<file path="src/rtl/blsu_pkg.sv">
package blsu_pkg;

   typedef enum logic [2:0] {
      ACC_NONE = 3'b000,
      ACC_LDW  = 3'b001,
      ACC_LDB  = 3'b010,
      ACC_STW  = 3'b011,
      ACC_STB  = 3'b100
   } acc_op_e;

   // byte numbering source
   localparam int ENDIAN_FROM_PORT = 0;
   localparam int ENDIAN_FIX_BIG   = 1;
   localparam int ENDIAN_FIX_LITTLE = 2;

   typedef struct packed {
      logic ld_word;
      logic ld_byte;
      logic st_word;
      logic st_byte;
   } acc_dec_t;

   function automatic acc_dec_t decode_op(input logic valid, input logic [2:0] code);
      acc_dec_t d;
      d.ld_word = valid && (code == ACC_LDW);
      d.ld_byte = valid && (code == ACC_LDB);
      d.st_word = valid && (code == ACC_STW);
      d.st_byte = valid && (code == ACC_STB);
      return d;
   endfunction

endpackage

</file>
<file path="src/rtl/blsu_addr_gen.sv">
module blsu_addr_gen #(
   parameter int ADDR_W = 32,
   parameter int OFS_W  = 16
) (
   input  logic [ADDR_W-1:0] base,
   input  logic [OFS_W-1:0]  offset,
   output logic [ADDR_W-1:0] eff_addr
);
   localparam int EXT_W = ADDR_W - OFS_W;

   logic [ADDR_W-1:0] ofs_ext;

   generate
      if (EXT_W > 0) begin : g_extend
         assign ofs_ext = {{EXT_W{offset[OFS_W-1]}}, offset};
      end else begin : g_full
         assign ofs_ext = offset;
      end
   endgenerate

   assign eff_addr = base + ofs_ext;
endmodule

</file>
<file path="src/rtl/blsu_lane_sel.sv">
module blsu_lane_sel #(
   parameter int LANES      = 4,
   parameter int ENDIAN_SEL = 0,
   localparam int LB        = $clog2(LANES)
) (
   input  logic [LB-1:0]    byte_ofs,
   input  logic             big_endian,
   output logic [LB-1:0]    lane,
   output logic [LANES-1:0] lane_oh
);
   localparam logic [LB-1:0] TOP_LANE = LB'(LANES - 1);

   logic use_big;

   generate
      if (ENDIAN_SEL == blsu_pkg::ENDIAN_FIX_BIG) begin : g_big
         logic unused_be;
         assign unused_be = big_endian;
         assign use_big   = 1'b1;
      end else if (ENDIAN_SEL == blsu_pkg::ENDIAN_FIX_LITTLE) begin : g_little
         logic unused_be;
         assign unused_be = big_endian;
         assign use_big   = 1'b0;
      end else begin : g_port
         assign use_big = big_endian;
      end
   endgenerate

   assign lane = use_big ? (TOP_LANE - byte_ofs) : byte_ofs;

   generate
      for (genvar i = 0; i < LANES; i++) begin : g_oh
         assign lane_oh[i] = (lane == LB'(i));
      end
   endgenerate
endmodule

</file>
<file path="src/rtl/blsu_store_pack.sv">
module blsu_store_pack #(
   parameter int LANES  = 4,
   parameter int BYTE_W = 8,
   localparam int DW    = LANES * BYTE_W
) (
   input  logic             is_byte,
   input  logic [DW-1:0]    store_data,
   input  logic [LANES-1:0] lane_oh,
   output logic [DW-1:0]    wdata,
   output logic [LANES-1:0] wstrb
);
   logic [DW-1:0] spread;

   generate
      for (genvar i = 0; i < LANES; i++) begin : g_spread
         assign spread[i*BYTE_W +: BYTE_W] = store_data[BYTE_W-1:0];
      end
   endgenerate

   always_comb begin
      if (is_byte) begin
         wdata = spread;
         wstrb = lane_oh;
      end else begin
         wdata = store_data;
         wstrb = '1;
      end
   end
endmodule

</file>
<file path="src/rtl/blsu_load_extract.sv">
module blsu_load_extract #(
   parameter int LANES  = 4,
   parameter int BYTE_W = 8,
   localparam int DW    = LANES * BYTE_W,
   localparam int LB    = $clog2(LANES)
) (
   input  logic          active,
   input  logic          is_byte,
   input  logic [LB-1:0] lane,
   input  logic [DW-1:0] rdata,
   output logic [DW-1:0] result
);
   logic [BYTE_W-1:0] byte_at [LANES];
   logic [BYTE_W-1:0] picked;

   generate
      for (genvar i = 0; i < LANES; i++) begin : g_split
         assign byte_at[i] = rdata[i*BYTE_W +: BYTE_W];
      end
   endgenerate

   assign picked = byte_at[lane];

   always_comb begin
      if (!active)
         result = '0;
      else if (is_byte)
         result = {{(DW-BYTE_W){1'b0}}, picked};
      else
         result = rdata;
   end
endmodule

</file>
<file path="src/rtl/byte_lane_lsu.sv">
module byte_lane_lsu #(
   parameter int DATA_W     = 32,
   parameter int BYTE_W     = 8,
   parameter int OFS_W      = 16,
   parameter int ENDIAN_SEL = blsu_pkg::ENDIAN_FROM_PORT
) (
   input  logic              clk,
   input  logic              rst_n,
   input  logic              req_valid,
   input  logic [2:0]        req_op,
   input  logic              big_endian,
   input  logic [DATA_W-1:0] base,
   input  logic [OFS_W-1:0]  offset,
   input  logic [DATA_W-1:0] store_data,
   output logic [DATA_W-1:0] mem_addr,
   output logic [DATA_W-1:0] mem_wdata,
   output logic [DATA_W/BYTE_W-1:0] mem_wstrb,
   output logic              mem_rd_en,
   output logic              mem_misalign,
   input  logic [DATA_W-1:0] mem_rdata,
   output logic [DATA_W-1:0] load_data
);
   import blsu_pkg::*;

   localparam int LANES = DATA_W / BYTE_W;
   localparam int LB    = $clog2(LANES);

   // elaboration-time parameter checks
   generate
      if (DATA_W % BYTE_W != 0) begin : g_bad_split
         $error("DATA_W must be a multiple of BYTE_W");
      end
      if (LANES < 2 || (LANES & (LANES - 1)) != 0) begin : g_bad_lanes
         $error("lane count must be a power of two, at least 2");
      end
      if (OFS_W < 1 || OFS_W > DATA_W) begin : g_bad_ofs
         $error("OFS_W must lie in 1..DATA_W");
      end
      if (ENDIAN_SEL < 0 || ENDIAN_SEL > 2) begin : g_bad_endian
         $error("ENDIAN_SEL must be 0, 1 or 2");
      end
   endgenerate

   logic [DATA_W-1:0] eff_addr;
   logic [LB-1:0]     byte_ofs;
   logic [LB-1:0]     lane;
   logic [LANES-1:0]  lane_oh;
   logic [DATA_W-1:0] pk_wdata;
   logic [LANES-1:0]  pk_wstrb;
   acc_dec_t          dec;
   logic              word_acc;
   logic              off_grid;
   logic              any_acc;
   logic              do_store;
   logic              do_load;

   blsu_addr_gen #(.ADDR_W(DATA_W), .OFS_W(OFS_W)) i_agen (
      .base     (base),
      .offset   (offset),
      .eff_addr (eff_addr)
   );

   assign byte_ofs = eff_addr[LB-1:0];

   blsu_lane_sel #(.LANES(LANES), .ENDIAN_SEL(ENDIAN_SEL)) i_lane (
      .byte_ofs   (byte_ofs),
      .big_endian (big_endian),
      .lane       (lane),
      .lane_oh    (lane_oh)
   );

   always_comb begin
      dec      = decode_op(req_valid, req_op);
      word_acc = dec.ld_word | dec.st_word;
      off_grid = word_acc && (byte_ofs != '0);
      any_acc  = word_acc | dec.ld_byte | dec.st_byte;
      do_store = (dec.st_word | dec.st_byte) && !off_grid;
      do_load  = (dec.ld_word | dec.ld_byte) && !off_grid;
   end

   blsu_store_pack #(.LANES(LANES), .BYTE_W(BYTE_W)) i_pack (
      .is_byte    (dec.st_byte),
      .store_data (store_data),
      .lane_oh    (lane_oh),
      .wdata      (pk_wdata),
      .wstrb      (pk_wstrb)
   );

   // request register: memory-side outputs for the following cycle
   logic [DATA_W-1:0] addr_q;
   logic [DATA_W-1:0] wdata_q;
   logic [LANES-1:0]  wstrb_q;
   logic              rd_q;
   logic              mis_q;
   logic              ld_byte_q;
   logic [LB-1:0]     lane_q;

   always_ff @(posedge clk or negedge rst_n) begin
      if (!rst_n) begin
         addr_q    <= '0;
         wdata_q   <= '0;
         wstrb_q   <= '0;
         rd_q      <= 1'b0;
         mis_q     <= 1'b0;
         ld_byte_q <= 1'b0;
         lane_q    <= '0;
      end else begin
         if (any_acc) begin
            addr_q    <= {eff_addr[DATA_W-1:LB], {LB{1'b0}}};
            wdata_q   <= pk_wdata;
            ld_byte_q <= dec.ld_byte;
            lane_q    <= lane;
         end
         wstrb_q <= do_store ? pk_wstrb : '0;
         rd_q    <= do_load;
         mis_q   <= off_grid;
      end
   end

   assign mem_addr     = addr_q;
   assign mem_wdata    = wdata_q;
   assign mem_wstrb    = wstrb_q;
   assign mem_rd_en    = rd_q;
   assign mem_misalign = mis_q;

   blsu_load_extract #(.LANES(LANES), .BYTE_W(BYTE_W)) i_extract (
      .active  (rd_q),
      .is_byte (ld_byte_q),
      .lane    (lane_q),
      .rdata   (mem_rdata),
      .result  (load_data)
   );
endmodule

</file>
<file path="config.mk">
export PLATFORM = sky130hd
export DESIGN_NAME = byte_lane_lsu
export DESIGN_NICKNAME = d
export VERILOG_FILES = /design/src/rtl/blsu_pkg.sv /design/src/rtl/blsu_addr_gen.sv /design/src/rtl/blsu_lane_sel.sv /design/src/rtl/blsu_store_pack.sv /design/src/rtl/blsu_load_extract.sv /design/src/rtl/byte_lane_lsu.sv
export SDC_FILE = /design/constraint.sdc
export NUM_CORES = 1
export LEC_CHECK = 0
export ABC_AREA = 1
export ABC_CLOCK_PERIOD_IN_PS = 3630
export BUFFER_PORTS_ARGS = -buffer_cell sky130_fd_sc_hd__buf_2
export CORE_ASPECT_RATIO = 2
export CORE_MARGIN = 2
export CORE_UTILIZATION = 46
export DETAILED_ROUTE_END_ITERATION = 8
export PLACE_DENSITY = 0.87
export SETUP_SLACK_MARGIN = 0.05
export SLEW_MARGIN = 30
export SYNTH_ARGS = -nofsm -noshare
export SYNTH_HDL_FRONTEND = slang
export SYNTH_SLANG_ARGS = --single-unit
</file>
<file path="constraint.sdc">
create_clock -name clk -period 3.63 [get_ports clk]
set_input_delay 0.726 -clock clk [delete_from_list [all_inputs] [get_ports clk]]
set_output_delay 0.726 -clock clk [all_outputs]
set_load 0.02 [all_outputs]
</file>
Yosys cells after proc, flatten, opt, wreduce, memory -nomap -nowiden
Index checks and enable logic that the tools add are counted.
{"block": "word_totals", "ff_bits": 71, "latch_bits": 0, "mem_bits_rw": 0, "mem_bits_ro": 0, "input_bits": 119, "out_inout_bits": 102, "n_memories": 0}
{"block": "op_classes", "n_addsub": 2, "mul": 0, "n_div": 0, "magnitude_cmp": 1, "eq_ne": 7, "n_shift": 0, "n_mux": 9, "bitwise_logic": 6, "n_reduce_logical": 10}
{"cell": "$mux W32", "n": 3}
{"cell": "$add A32 B32 Y32", "n": 1}
{"cell": "$bmux W8 S2", "n": 1}
{"cell": "$mux W8", "n": 2}
{"cell": "$mux W4", "n": 2}
{"cell": "$logic_and A1 B1 Y1", "n": 7}
{"cell": "$eq A3 B2 Y1 const B", "n": 2}
{"cell": "$or A1 B1 Y1", "n": 5}
{"cell": "$eq A2 B2 Y1 const B", "n": 2}
{"cell": "$eq A3 B1 Y1 const B", "n": 1}
{"cell": "$eq A3 B3 Y1 const B", "n": 1}
{"cell": "$ge A3 B3 Y1 const B", "n": 1}
{"cell": "$not A2 Y3", "n": 1}
{"cell": "$eq A2 B1 Y1 const B", "n": 1}
{"cell": "$logic_not A2 Y1", "n": 1}
{"cell": "$mux W2", "n": 1}
{"cell": "$reduce_bool A2 Y1", "n": 1}
{"cell": "$sub A2 B2 Y2 const A", "n": 1}
{"cell": "$logic_not A1 Y1", "n": 1}

Longest topological paths before layout
Gate-level depths: netlist of the first run.
{"block": "depth", "depth_word": 7, "mapped_depth": 13, "depth_no_buf": 13}

Modules after synthesis
From an unflattened synthesis of the first run, not the netlist that was laid out.
{"block": "hier_totals", "hier_cells": 1039, "hier_area_um2": 6328.6}
{"module": "byte_lane_lsu", "n_inst": 1, "cells_each": 318, "area_each_um2": 2896.5, "seq_area_each_um2": 1776.7}
{"module": "blsu_addr_gen", "n_inst": 1, "cells_each": 494, "area_each_um2": 2384.8, "seq_area_each_um2": 0.0}
{"module": "blsu_load_extract", "n_inst": 1, "cells_each": 132, "area_each_um2": 636.9, "seq_area_each_um2": 0.0}
{"module": "blsu_store_pack", "n_inst": 1, "cells_each": 76, "area_each_um2": 334.1, "seq_area_each_um2": 0.0}
{"module": "blsu_lane_sel", "n_inst": 1, "cells_each": 19, "area_each_um2": 76.3, "seq_area_each_um2": 0.0}

Worst setup path before layout of the first run
No wires, ideal clock.
{"block": "synth_path", "kind": "flip-flop to output port", "from": "register lane_q[0]", "to": "output port load_data[6]", "t_arrival_ns": 1.643, "required_ns": 2.904, "setup_slack_ns": 1.261, "path_stages_with_launch": 7, "n_path_buf": 2, "cell_sequence": "dfrtp_1 clkbuf_1 clkbuf_1 a21oi_1 o21ai_0 o31ai_1 a221oi_1"}
{"block": "synth_via", "elab_chain_cells": 6}
{"item": "start, declared", "line": "byte_lane_lsu.sv:96", "source": "logic [LB-1:0] lane_q;"}
{"item": "start signal, assigned", "line": "byte_lane_lsu.sv:112", "source": "lane_q <= lane;"}
{"item": "$not A2 Y3 (not written as such)", "line": "blsu_load_extract.sv:22", "source": "assign picked = byte_at[lane];"}
{"item": "$bmux W8 S2", "line": "blsu_load_extract.sv:22"}
{"item": "$mux W8 (not written as such) (2 in a row)", "line": "blsu_load_extract.sv:22"}
{"item": "$mux W32", "line": "blsu_load_extract.sv:27", "source": "else if (is_byte)"}
{"item": "$mux W32", "line": "blsu_load_extract.sv:25", "source": "if (!active)"}
{"item": "end, declared", "line": "byte_lane_lsu.sv:21", "source": "output logic [DATA_W-1:0] load_data"}
Every way passes these cells. The select of a mux whose other input is x is not followed.

Final worst setup path of the first run
{"block": "layout_path", "from": "register lane_q[0]", "to": "output port load_data[7]"}
The elaborated chain is that of the path after synthesis.

==> metrics.csv, run 1 <==
metric,value,unit
First-pass DRT Iterations,5,
# port buffers,218,
leading area contributor after synthesis,dfrtp_1,
Final Hold Fails,0,
cell count after synthesis,897,
reg2reg setup slack,2160,ps
num rows,57,
min-delay worst type,register to register,
"EDFF count, synth",0,
clk_skew,0,ps
min cycle time layout,3170,ps
initial antenna violation count,5,
Inserted Clock Buffers,9,
Final WS setup,458,ps
first-pass GRT wire length,28.8,mm
outcome,completed,
largest net degree at the start of global routing,79,
DR iter-0 viols,386,
unrepaired setup endpoints after global routing,no,
share of layout cells above drive strength 1,0.219,
Startpoint Class,register,
top cells by area in the synthesized netlist,"dfrtp_1 (32%), nand2_1 (22%), inv_1 (10%)",
Worst IR Drop VDD,0.318,mV
vias per inst,5.14,
CTS resizes,0,
fin nets,1257,
final WL,18.9,mm
H-tree depth,3,
Setup Crit Path Kind,register to output port,
Clock Tree Buf Depth,2,
total die area,0.0132,mm^2
Max Slew Vio Count,0,
Max-cap violations,0,
# IOs,221,
Starting Density,0.467,
total gr overflow,0,
number of distinct library cells after synthesis,32,
Synth warnings,0,
P_leak,4.39,nW
clock sinks,71,
P per Cell Area,437,mW/mm^2
postcts setup bufs,0,
final worst-path cycle share,0.874,
Post-CTS Hold Buffers,0,
Clock Tree Root,clkbuf_16,
setup TNS,0,ps
die width,82.2,um
vias in the first global route,5991,
critical path arrival,2450,ps
Mapped Area,0.00562,mm^2
"Async S/R FF share, synth",1.00,
CP Capture Type,output port,
final HPWL from detailed placement,15.4,mm
Worst-path clk slew,60,ps
register area share after synthesis,0.316,
routed len/inst,15.0,um
CTS tree,built,
Post-Syn Area per Cell,6.27,um^2
dpl ws,965,ps
Final ANT Viol Nets,0,
achievable frequency,315,MHz
GRT Total Usage,0.285,
"FF+latch count, synth",71,
cell with the most instances after synthesis,nand2_1,
Synth-to-Final Area Change,26.6,%
clk_lat worst skew,320,ps
Die H,160,um
via count,6487,
transition time of the tightest slew-check pin,789,ps
setup violators final,0,
DRC Markers,0,
total core area,0.0121,mm^2
top-area cell type share of the netlist area,0.316,
headroom to the max-slew limit,0.473,
most frequent cells after synthesis,"nand2_1 (331), inv_1 (155), nor2_1 (95)",
CP max FO,18,
Placer Congestion,1.02,
"Primary FF master, synth",dfrtp_1,
CP required,2900,ps
==> cells by family after synthesis <==
logic type               synth area share
AO/OA/AOI/OAI                       0.112
XOR/XNOR                           0.0249
adder cells (fa/ha/maj)            0.0725
buffers and inverters               0.128
flip-flops                          0.316
other                            0.000667
AND/OR/NAND/NOR                     0.346
==> power by group <==
group	switching, mW	internal [mW]
clock	0.338	0.554
sequential	0.106	0.943
combinational	0.776	0.394
==> critical path: stages (launching register included) <==
cell and delay (ps):
dfrtp_1 660, clkinv_1 430, o31ai_1 530, a221oi_1 270, buf_2 230
==> layout by cell type (no fill, tap or decap), types with 5 or more instances in the layout <==
| cell type | netlist | routed |
|---|---|---|
| o31ai_1 | 8 | 8 |
| ha_1 | 31 | 31 |
| clkbuf_16 | 0 | 9 |
| nand3_1 | 45 | 45 |
| o21ai_1 | 13 | 13 |
| dfrtp_1 | 71 | 71 |
| buf_2 | 7 | 218 |
| inv_1 | 155 | 155 |
| a21oi_1 | 36 | 36 |
| nor2_1 | 95 | 95 |
| a31oi_1 | 24 | 24 |
| xnor2_1 | 14 | 14 |
| nand2_1 | 331 | 331 |
| o21ai_0 | 13 | 13 |
| a221oi_1 | 8 | 8 |
| nand3b_1 | 5 | 5 |
==> cell type report <==
type,instances,area (um^2)
Tap cell,147,184
Sequential cell,71,1780
Inverter,159,597
Multi-Input combinational cell,644,3130
Clock buffer,10,239
Antenna cell,4,10.0
Timing Repair Buffer,221,1120
Fill cell,1148,4930
Clock inverter,6,68.8
==> final timing paths <==
check	start	to	cells past startpoint
max in group asynchronous	rst_n	lane_q[0]	2
min in group asynchronous	rst_n	mem_wdata[15]	2
worst min register to register	mem_wdata[6]	mem_wdata[6]	2
worst max register to register	lane_q[0]	lane_q[0]	2
worst max-delay path	lane_q[0]	load_data[7]	4
worst min-delay path	mem_wdata[6]	mem_wdata[6]	2
==> metrics by stage <==
stage / hold WS [ps] / utilization / total power, mW / instances / instance area [um^2]
finish: 473 / 0.591 / 3.11 / 1262 / 7120
global route: 486 / 0.590 / 3.29 / 1258 / 7110
CTS: 476 / 0.590 / 3.11 / 1258 / 7110
detailed placement: 460 / 0.564 / 2.21 / 1242 / 6800
global placement: 449 / 0.564 / 2.19 / 1242 / 6800
floorplan: 430 / - / 1.78 / 898 / 5630
==> layer usage <==
metal | share of wire | GRT usage | wire length (um)
met1 | 0.34 | 0.273 | 6430
met2 | 0.51 | 0.516 | 9660
met3 | 0.083 | 0.0702 | 1580
met4 | 0.065 | 0.176 | 1230
met5 | 0.00069 | 0 | 13
==> sequential cells by signal (all words and copies together) (netlist names) <==
register	count
lane_q	2
ld_byte_q	1
mem_addr	30
mem_misalign	1
mem_rd_en	1
mem_wdata	32
mem_wstrb	4
Note: power is estimated with default switching activity, not from simulation.
==> run 2, diff against run 1 <==
- ABC_CLOCK_PERIOD_IN_PS: 3630 -> 3350
- CTS_CLUSTER_SIZE: unset -> 30
- clock period: 3.63 -> 3.35 ns (I/O delays scaled with it)
==> run 2 against run 1 <==
- count of clock-buffer cells in the layout down 1
- power is 8.0% higher
- setup slack worse by 170 ps
- combinational power grew 8%
- highest routed layer unchanged
==> metrics.csv, run 2 (synthesized netlist as in run 1, its figures left out) <==
metric,value,unit,change
Synth-to-Final Area Change,26.5,%,
final WL,18.9,mm,about the same
total core area,0.0121,mm^2,unchanged
Post-CTS Hold Buffers,0,,unchanged
P per Cell Area,473,mW/mm^2,+8.2%
Switching Power,1.33,mW,+8.8%
reg2reg setup slack,1850,ps,-310 ps
largest net degree at the start of global routing,74,,-6.3%
CP required,2680,ps,-220 ps
Placer Congestion,1.03,,+0.85%
Global Route met3 Usage,0.0775,,+0.00730
Setup crit start,lane_q[0],,
# port buffers,218,,unchanged
routed len/inst,15.0,um,about the same
Worst Hold End,mem_wdata[3],,
First-pass DRT Iterations,5,,unchanged
outcome,completed,,
grt peak-use layer,met2,,
min cycle time layout,3060,ps,
share of layout cells above drive strength 1,0.219,,unchanged
Sequential Power Share,0.338,,about the same
Inserted Clock Buffers,9,,unchanged
initial antenna violation count,5,,unchanged
# IOs,221,,unchanged
critical path arrival,2390,ps,-60 ps
switching share of power,0.395,,+0.00294
unrepaired setup endpoints after global routing,no,,
clock power share,0.286,,about the same
num rows,57,,unchanged
transition time of the tightest slew-check pin,890,ps,+101 ps
Startpoint Class,register,,
grt met2 use,0.516,,unchanged
first-pass GRT wire length,29.1,mm,+1.2%
Starting Density,0.467,,unchanged
final worst-path cycle share,0.913,,
Worst IR Drop VDD,0.376,mV,+18%
H-tree depth,3,,unchanged
DR iter-0 viols,334,,-13%
met1 track demand over resource,0.271,,-0.00132
vias in the first global route,6109,,+2.0%
Clock Tree Root,clkbuf_16,,
clk_lat worst skew,320,ps,about the same
die width,82.2,um,unchanged
vias per inst,5.12,,-0.38%
CTS resizes,0,,unchanged
"most common cell after layout, fill and taps aside",nand2_1,,
headroom to the max-slew limit,0.407,,-0.0662
FF-to-FF End,lane_q[0],,
Internal Power,2.03,mW,+7.5%
Final ANT Viol Nets,0,,unchanged
startpoint of the worst hold path,mem_wdata[3],,
Max-cap violations,0,,unchanged
Fill cells,1207,,+5.1%
Die H,160,um,unchanged
Worst-path clk slew,60,ps,about the same
R2R cell count,2,,unchanged
CP max FO,18,,unchanged
final HPWL from detailed placement,15.2,mm,-1.1%
Final Hold Fails,0,,unchanged
postcts setup bufs,0,,unchanged
DRC Markers,0,,unchanged
hold path depth,2,,unchanged
total die area,0.0132,mm^2,unchanged
max FFs per register,32,,unchanged
achievable frequency,327,MHz,
total gr overflow,0,,unchanged
Critical R2R Launch,lane_q[0],,
via count,6457,,-0.46%
min-delay worst type,register to register,,
GRT Total Usage,0.290,,+0.00446
Final Total Pwr,3.36,mW,+8.0%
CP Capture Type,output port,,
CTS tree,built,,
setup violators final,0,,unchanged
Clock Tree Buf Depth,2,,unchanged
Max Slew Vio Count,0,,unchanged
clk_skew,0,ps,unchanged
part of the power in combinational logic,0.376,,about the same
setup TNS,0,ps,unchanged
clock sinks,71,,unchanged
P_leak,4.39,nW,about the same
Setup Crit Path Kind,register to output port,,
fin nets,1257,,unchanged
most frequent cells in the layout,"nand2_1 (331), buf_2 (218), inv_1 (155)",,
## run 2: cell types whose count changed in the layout (fill, tap and decap cells not counted)
cell | before | now
inv_6 | 1 | 3
buf_4 | 2 | 3
diode_2 | 4 | 3
clkinvlp_4 | 1 | 0
clkbuf_8 | 1 | 0
buf_6 | 1 | 0
## run 2: worst max-delay path, stage by stage (launching register included)
cell      delay (ps)
dfrtp_1          670
o21ai_1          350
a221oi_1         750
buf_2            290
## run 2: layout make-up
type                    count  area (um^2)  share of cell area
multi-input cells         644         3130               0.440
flip-flops and latches     71         1780               0.250
repair buffers            221         1110               0.157
inverters                 159          597              0.0839
clock buffers               9          225              0.0317
well taps                 147          184              0.0259
clock inverters             7         78.8              0.0111
diodes                      3         7.51             0.00106
## run 2: through the flow
stage	hold WS (ps)	utilization	worst slack (ps)	std cells	cell area, um^2
floorplan	374	-	1040	898	5630
global placement	451	0.564	755	1242	6800
global route	506	0.589	183	1258	7100
CTS	473	0.589	441	1258	7100
finish	469	0.590	292	1261	7110
detailed placement	459	0.564	701	1242	6800
## run 2: layer usage
| layer | up-vias | wire length [um] |
|---|---|---|
| met5 | - | 25 |
| met4 | 4 | 1350 |
| met3 | 86 | 1680 |
| met2 | 289 | 9550 |
| met1 | 2865 | 6310 |
| li1 | 3213 | - |
## run 2: power by group through the flow
stage                     Sequential (mW)  Combinational, mW  Clock (mW)
final                                1.14               1.26       0.961
after detailed placement             1.15               1.25           0
after CTS                            1.13               1.25       0.974
after global placement               1.14               1.23           0
after floorplan                      1.32              0.614           0
after global routing                 1.16               1.39        1.01
## run 2: worst max path at each step
stage / slack (ps) / cells past startpoint / end
after global routing: 180 / 3 / load_data[7]
after global placement: 760 / 8 / mem_addr[22]
after floorplan: 1040 / 6 / load_data[6]
after detailed placement: 700 / 8 / mem_addr[5]
final: 290 / 3 / load_data[7]
after CTS: 440 / 4 / load_data[1]
